==> src/rtl/pfd_pkg.sv <==
package pfd_pkg;

  typedef enum logic [1:0] {
    SYM_ZERO = 2'd0,
    SYM_ONE  = 2'd1,
    SYM_BAD  = 2'd2
  } sym_t;

  // Window test, exclusive at both ends around each nominal interval
  function automatic sym_t classify(input int ivl, input int one_t,
                                    input int zero_t, input int fuzz);
    if (ivl > one_t - fuzz && ivl < one_t + fuzz)
      return SYM_ONE;
    else if (ivl > zero_t - fuzz && ivl < zero_t + fuzz)
      return SYM_ZERO;
    else
      return SYM_BAD;
  endfunction

endpackage

==> src/rtl/pfd_edge_sync.sv <==
module pfd_edge_sync (
  input  logic clk,
  input  logic rst,
  input  logic level_in,
  output logic rise
);
  logic s_meta, s_sync, s_prev;

  always_ff @(posedge clk) begin
    if (rst) begin
      s_meta <= 1'b0;
      s_sync <= 1'b0;
      s_prev <= 1'b0;
    end else begin
      s_meta <= level_in;
      s_sync <= s_meta;
      s_prev <= s_sync;
    end
  end

  assign rise = s_sync & ~s_prev;
endmodule

==> src/rtl/pfd_interval_timer.sv <==
module pfd_interval_timer #(
  parameter int CNT_W      = 12,
  parameter int STOP_TICKS = 3000,
  parameter int TIMEOUT    = 170
) (
  input  logic             clk,
  input  logic             rst,
  input  logic             rise,
  output logic [CNT_W-1:0] cnt,
  output logic             expired
);
  always_ff @(posedge clk) begin
    if (rst)
      cnt <= CNT_W'(STOP_TICKS);
    else if (rise)
      cnt <= CNT_W'(1);
    else if (cnt != CNT_W'(STOP_TICKS))
      cnt <= cnt + 1'b1;
  end

  assign expired = (cnt >= CNT_W'(TIMEOUT));
endmodule

==> src/rtl/pfd_frame_assembler.sv <==
module pfd_frame_assembler #(
  parameter int MAX_BITS = 31,
  parameter int LEN_W    = 5
) (
  input  logic                clk,
  input  logic                rst,
  input  logic                rise,
  input  pfd_pkg::sym_t       sym,
  input  logic                expired,
  output logic                active,
  output logic                frame_valid,
  output logic [MAX_BITS-1:0] frame_data,
  output logic [LEN_W-1:0]    frame_len
);
  import pfd_pkg::*;

  logic [MAX_BITS-1:0] acc;
  logic [LEN_W-1:0]    nbits;
  logic                end_frame, take_bit;

  always_comb begin
    take_bit  = rise && (sym != SYM_BAD);
    end_frame = active && (rise ? (sym == SYM_BAD) : expired);
  end

  always_ff @(posedge clk) begin
    if (rst) begin
      acc         <= '0;
      nbits       <= '0;
      active      <= 1'b0;
      frame_valid <= 1'b0;
      frame_data  <= '0;
      frame_len   <= '0;
    end else begin
      frame_valid <= 1'b0;
      if (end_frame) begin
        frame_valid <= 1'b1;
        frame_data  <= acc;
        frame_len   <= nbits;
        acc         <= '0;
        nbits       <= '0;
        active      <= 1'b0;
      end else if (take_bit) begin
        active <= 1'b1;
        if (nbits < LEN_W'(MAX_BITS)) begin
          acc[nbits] <= (sym == SYM_ONE);
          nbits      <= nbits + 1'b1;
        end
      end
    end
  end
endmodule

==> src/rtl/pause_frame_decoder.sv <==
module pause_frame_decoder #(
  parameter int ONE_TICKS  = 150,
  parameter int ZERO_TICKS = 90,
  parameter int FUZZ_TICKS = 20,
  parameter int STOP_MULT  = 20,
  parameter int MAX_BITS   = 31,
  localparam int STOP_TICKS = ONE_TICKS * STOP_MULT,
  localparam int TIMEOUT    = ONE_TICKS + FUZZ_TICKS,
  localparam int CNT_W      = $clog2(STOP_TICKS + 1),
  localparam int LEN_W      = $clog2(MAX_BITS + 1)
) (
  input  logic                clk,
  input  logic                rst,
  input  logic                level_in,
  output logic                frame_valid,
  output logic [MAX_BITS-1:0] frame_data,
  output logic [LEN_W-1:0]    frame_len
);
  import pfd_pkg::*;

  logic             rise;
  logic [CNT_W-1:0] iv_cnt;
  logic             expired;
  logic             active;
  sym_t             sym;

  pfd_edge_sync u_sync (
    .clk      (clk),
    .rst      (rst),
    .level_in (level_in),
    .rise     (rise)
  );

  pfd_interval_timer #(
    .CNT_W      (CNT_W),
    .STOP_TICKS (STOP_TICKS),
    .TIMEOUT    (TIMEOUT)
  ) u_timer (
    .clk     (clk),
    .rst     (rst),
    .rise    (rise),
    .cnt     (iv_cnt),
    .expired (expired)
  );

  assign sym = classify(int'(iv_cnt), ONE_TICKS, ZERO_TICKS, FUZZ_TICKS);

  pfd_frame_assembler #(
    .MAX_BITS (MAX_BITS),
    .LEN_W    (LEN_W)
  ) u_asm (
    .clk         (clk),
    .rst         (rst),
    .rise        (rise),
    .sym         (sym),
    .expired     (expired),
    .active      (active),
    .frame_valid (frame_valid),
    .frame_data  (frame_data),
    .frame_len   (frame_len)
  );
endmodule

==> config.mk <==
export PLATFORM = sky130hd
export DESIGN_NAME = pause_frame_decoder
export DESIGN_NICKNAME = d
export VERILOG_FILES = /design/src/rtl/pfd_pkg.sv /design/src/rtl/pfd_edge_sync.sv /design/src/rtl/pfd_interval_timer.sv /design/src/rtl/pfd_frame_assembler.sv /design/src/rtl/pause_frame_decoder.sv
export SDC_FILE = /design/constraint.sdc
export NUM_CORES = 1
export LEC_CHECK = 0
export CORE_MARGIN = 4
export CORE_UTILIZATION = 55
export CTS_BUF_LIST = sky130_fd_sc_hd__clkbuf_8
export DETAILED_ROUTE_END_ITERATION = 8
export GPL_ROUTABILITY_DRIVEN = 0
export PLACE_DENSITY = 0.78
export SLEW_MARGIN = 20
export SYNTH_ARGS = -nofsm -noshare
export SYNTH_HDL_FRONTEND = slang
export SYNTH_SLANG_ARGS = --single-unit
==> constraint.sdc <==
create_clock -name clk -period 4.6 [get_ports clk]
set_input_delay 1.15 -clock clk [delete_from_list [all_inputs] [get_ports clk]]
set_output_delay 1.15 -clock clk [all_outputs]
set_load 0.005 [all_outputs]
==> flow_summary.yaml, run 1 <==
floorplan:
  die_w_um: 95.6
  die_h_um: 95.6
  io-pin-count: 40
  rows: 31
  die-area_um2: 9140
  start_util_pct: 57.3
  coreArea_um2: 7370
critical_path:
  crit_arrival_ns: 3.36
  critPathRequiredTime_ns: 4.91
  r2r_slack_ns: 1.55
  ff2ff_path_depth: 6
  critPathCaptureType: "flop"
  crit_fanout: 37
  r2r_start: "u_sync.s_sync"
  r2r_end: "u_asm.acc[10]"
  path_class: "reg2reg"
  start_kind: "flop"
yosys:
  synthArstFlopShare_pct: 0
  netlist_area_um2: 4220
  syn_avg_cell_area_um2: 8.47
  ys_types: 46
  yosys.area.top_type: "dfxtp_1"
  ys.warnings.count: 0
  yosys_register_bits: 89
  yosysMostFrequentCell: "dfxtp_1"
  synth_ff_type: "dfxtp_1"
  ys_seq_area_share_pct: 42.2
  synth_commonest_cells: "89 x dfxtp_1, 70 x nand4_1, 62 x a21oi_1, 40 x o31ai_1, 37 x clkbuf_1"
  syn-num-nets: 508
  synth_top_area_share_pct: 42.2
  ys_top_cells_by_area: "dfxtp_1 42%, nand4_1 10%, a21oi_1 7.4%"
  syn_inst: 498
  synth_edf_count: 0
layout:
  final_nets: 507
  area_growth_pct: 12.8
  drive_gt1_share_pct: 8.76
  utilization_pct: 64.6
  num_antenna_cells: 0
  n_fill_cell: 642
  stdcell_count: 601
clocking:
  clockBufferDepth: 2
  cts_buffers: 9
  htree_levels: 3
  cts_hold_buf: 0
  cts_setup_buffers: 0
  root_buffer: "clkbuf_8"
  clk_pin_slew_ns: 0.10
  cts_sinks: 89
  insertion_delay_ns: 0.36
  cts.repair.resized: 0
  cts_tree: "yes"
route:
  vias: 3765
  drt_iter0_markers: 306
  avgViaCountPerCell: 6.26
  antenna_left: 0
  finalWirelength_um: 10100
  drtPass1Iterations: 5
  wl_per_cell_um: 16.8
  drc: 0
sta:
  setup_viol: 0
  clock_skew_ns: 0.00983
  drv_slew: 0
  tns_ns: 0
  post-route-min-period_ns: 3.05
  hold_violations: 0
  rsz0062_at_grt: "false"
  worst_pin_slew_ns: 1.15
  period_share_pct: 66.2
  layout_setup_ws_ns: 1.55
  relSlewSlack_pct: 23.4
  max_freq_mhz: 328
min_path:
  hold_path.class: "reg2reg"
  hold_end: "u_sync.s_sync"
  holdCritStartpoint: "u_sync.s_meta"
  hold-path-cell-count: 1
global_route:
  grt_max_degree: 76
  grt_usage_pct: 23.2
  antenna_found_initial: 0
  grt_pass1_vias: 3584
  grt_first_pass_wirelength_um: 17000
  overflow: 0
placed_design:
  port_buffers: 39
  place_hpwl_um: 6150
  place_inst: 585
  dp_slack_ns: 1.42
pwr:
  cellPowerDensity_nw_per_um2: 313
  leakage_nw: 1.42
  vdd_drop_max_v: 0.000147
  totalPowerFinal_w: 0.00149
run_status:
  status: "complete, no violations"
flow_run:
  drv_cap: 0
-- flip-flops by register name (all words and copies together), names as in the netlist --
name	flops
u_asm.frame_data	31
u_asm.frame_len	5
u_asm.frame_valid	1
u_asm.acc	31
u_sync.s_prev	1
u_asm.nbits	5
u_sync.s_meta	1
u_asm.active	1
u_sync.s_sync	1
u_timer.cnt	12
-- per-layer routing --
layer  vias up  track usage, %  part of all wire (%)  wire (µm)
met4         0            7.11                   1.3        136
met5         -               0                     0          0
li1       1848               -                     -          -
met3        14            4.74                   4.4        439
met1      1802            31.6                    46       4660
met2       101            37.0                    48       4850
-- cell families after synthesis --
| logic type | count (synthesis) | synth area share [%] |
|---|---|---|
| adders and majority gates | 7 | 2.08 |
| DFF | 89 | 42.2 |
| buffers and inverters | 72 | 7.92 |
| AOI/OAI and AO/OA | 164 | 24.7 |
| xor gates and xnor gates | 10 | 2.08 |
| muxes | 1 | 0.237 |
| and+or+nand+nor | 155 | 20.8 |
-- through the flow --
| stage | hold WS [ns] | cell area (µm²) |
|---|---|---|
| 2_1_floorplan | 0.414 | 4220 |
| 4_1_cts | 0.455 | 4750 |
| 6_report | 0.446 | 4760 |
| 3_3_place_gp | 0.432 | 4530 |
| 5_1_grt | 0.470 | 4760 |
| 3_5_place_dp | 0.445 | 4530 |
-- layout make-up --
type                    instances  area (µm²)  share of cell area [%]
repair buffers                 47         450                    9.46
clock buffers                   9         124                    2.60
inverters                      13        48.8                    1.03
well taps                      99         124                    2.60
multi-input cells             337        2130                    44.7
clock inverters                 7         101                    2.13
flip-flops and latches         89        1780                    37.4
-- layout by cell type (no fill, tap or decap), types with 6 or more instances in the layout --
cell type	synthesis	layout
dfxtp_1	89	89
nand4_1	70	70
a21oi_1	62	62
o31ai_1	40	40
clkdlybuf4s50_1	0	39
o21ai_0	34	34
nand2_1	33	33
inv_1	13	13
nor2_1	10	10
a21oi_2	10	10
clkbuf_8	0	9
nand3_1	8	8
buf_4	0	8
ha_1	7	7
nor2b_1	8	6
nor3_1	6	6
-- critical path, cell delays in order (launching register included) --
cell	delay (ns)
dfxtp_1	0.36
nor2b_1	0.62
and3_1	0.35
a32o_2	0.78
buf_4	0.49
nand4_1	0.17
a21oi_2	0.20
-- worst max path at each step --
stage	endpoint	cells after the start	startpoint	slack (ns)
6_report	u_asm.acc[10]	6	u_sync.s_sync	1.55
5_1_grt	u_asm.acc[0]	6	u_sync.s_sync	1.35
4_1_cts	u_asm.acc[10]	6	u_sync.s_sync	1.62
3_5_place_dp	u_asm.nbits[0]	6	rst	1.42
3_3_place_gp	u_asm.nbits[0]	6	rst	1.46
2_1_floorplan	u_asm.active	5	rst	2.52
-- report_power, final --
part | internal, W | switching (W)
Sequential | 0.000782 | 0.0000235
Clock | 0.000310 | 0.000295
Combinational | 0.0000324 | 0.0000468
Power figures use the tool's default switching activity.
==> run 2: changes to the inputs <==
Clock period 4.6 ns to 2.9 ns, I/O delays scaled along.
==> run 2 against run 1 <==
  * First-iteration DRC count fell by 5.9%
  * Cell count up 0.50%
  * Power rose by 48%
  * Core utilization up 0.19 points
  * Critical path type unchanged
==> flow_summary.yaml, run 2 (same netlist as run 1, synthesis figures left out) <==
run_status:
  status: "complete, no violations"
sta:
  max_freq_mhz: 381
  relSlewSlack_pct: 32.5
  rsz0062_at_grt: "false"
  hold_violations: 0
  setup_viol: 0
  period_share_pct: 90.6
  tns_ns: 0
  post-route-min-period_ns: 2.63
  clock_skew_ns: 0.00727
  drv_slew: 0
  worst_pin_slew_ns: 1.01
route:
  wl_per_cell_um: 16.5
  finalWirelength_um: 9970
  avgViaCountPerCell: 6.28
  drtPass1Iterations: 5
  antenna_left: 0
  vias: 3791
  drc: 0
  drt_iter0_markers: 288
floorplan:
  die_w_um: 95.6
  io-pin-count: 40
  die-area_um2: 9140
  rows: 31
  coreArea_um2: 7370
  start_util_pct: 57.3
  die_h_um: 95.6
clocking:
  cts_tree: "yes"
  cts_hold_buf: 0
  root_buffer: "clkbuf_8"
  cts.repair.resized: 0
  clk_pin_slew_ns: 0.08
  insertion_delay_ns: 0.35
  cts_setup_buffers: 0
  clockBufferDepth: 2
  cts_buffers: 9
  cts_sinks: 89
  htree_levels: 3
flow_run:
  drv_cap: 0
global_route:
  grt_usage_pct: 22.9
  grt_max_degree: 72
  grt_pass1_vias: 3590
  grt_first_pass_wirelength_um: 16800
  overflow: 0
  antenna_found_initial: 0
critical_path:
  r2r_slack_ns: 0.27
  critPathRequiredTime_ns: 3.13
  ff2ff_path_depth: 6
  startpoint: "u_timer.cnt[8]"
  r2r_end: "u_asm.nbits[4]"
  crit_fanout: 23
  path_class: "reg2reg"
  start_kind: "flop"
  crit_arrival_ns: 2.86
  r2r_start: "u_timer.cnt[8]"
  crit_end: "u_asm.nbits[4]"
  critPathCaptureType: "flop"
pwr:
  leakage_nw: 1.45
  cellPowerDensity_nw_per_um2: 462
  vdd_drop_max_v: 0.000243
layout:
  utilization_pct: 64.8
  final_nets: 511
  final_cell_mix: "89 x dfxtp_1, 70 x nand4_1, 62 x a21oi_1, 40 x o31ai_1, 39 x clkdlybuf4s50_1"
  n_fill_cell: 619
  mostFrequentLayoutCell: "dfxtp_1"
  area_growth_pct: 13.1
  largestRegisters: "u_asm.acc x31, u_asm.frame_data x31, u_timer.cnt x12"
  num_antenna_cells: 0
  drive_gt1_share_pct: 8.51
min_path:
  hold_path.class: "reg2reg"
  holdCritStartpoint: "u_sync.s_meta"
placed_design:
  place_hpwl_um: 6250
  port_buffers: 39
-- run 2: changes by cell type in the layout (fill, tap and decap cells not counted) --
cell | previous run | this run
clkinv_4 | 1 | 0
bufinv_16 | 2 | 1
inv_1 | 13 | 15
nor2b_1 | 6 | 8
clkinv_2 | 0 | 3
inv_6 | 2 | 0
nor2b_2 | 2 | 0
buf_12 | 0 | 3
clkinvlp_4 | 2 | 0
buf_4 | 8 | 9
-- run 2: area by class of cell --
cell class | instances | area (µm²) | area share (%)
Timing Repair Buffer | 51 | 518 | 10.9
Multi-Input combinational cell | 337 | 2120 | 44.5
Clock inverter | 6 | 52.6 | 1.10
Sequential cell | 89 | 1780 | 37.3
Clock buffer | 9 | 124 | 2.60
Tap cell | 99 | 124 | 2.60
Inverter | 13 | 48.8 | 1.02
-- run 2: routing by layer --
metal	routed length, µm	part of all wire [%]	vias to the layer above	global-route usage (%)
met1	4660	47	1820	30.3
li1	-	-	1850	-
met3	428	4.3	19	3.71
met5	0	0	-	0
met2	4720	47	102	37.1
met4	165	1.7	0	9.36
-- run 2: through the flow --
| stage | worst slack [ns] | hold slack (ns) | cell area, µm² | instances | total power, W |
|---|---|---|---|---|---|
| 3_3_place_gp | 0.433 | 0.431 | 4600 | 589 | 0.00142 |
| 3_5_place_dp | 0.341 | 0.429 | 4600 | 589 | 0.00143 |
| 2_1_floorplan | 1.05 | 0.414 | 4220 | 498 | 0.00140 |
| 4_1_cts | 0.301 | 0.454 | 4770 | 604 | 0.00222 |
| 5_1_grt | 0.124 | 0.462 | 4770 | 604 | 0.00228 |
| 6_report | 0.274 | 0.450 | 4770 | 604 | 0.00220 |
-- run 2: power by group --
part | switching, W | total, W | internal (W)
clock network | 0.000416 | 0.000800 | 0.000383
registers | 0.0000348 | 0.00128 | 0.00124
logic | 0.0000780 | 0.000129 | 0.0000509
-- run 2: worst max-delay path, cell delays in order (launching register included) --
cell	delay [ns]
dfxtp_1	0.40
o311ai_1	0.36
nand2_1	0.17
a32o_2	0.30
o31ai_4	0.81
buf_4	0.38
a311oi_1	0.07
-- run 2: worst min-delay path by stage --
stage | endpoint | depth (start not counted) | slack, ns
6_report | u_sync.s_sync | 1 | 0.45
5_1_grt | u_sync.s_sync | 1 | 0.46
4_1_cts | u_sync.s_sync | 1 | 0.45
3_5_place_dp | u_sync.s_sync | 1 | 0.43
3_3_place_gp | u_sync.s_sync | 1 | 0.43
2_1_floorplan | u_sync.s_sync | 1 | 0.41
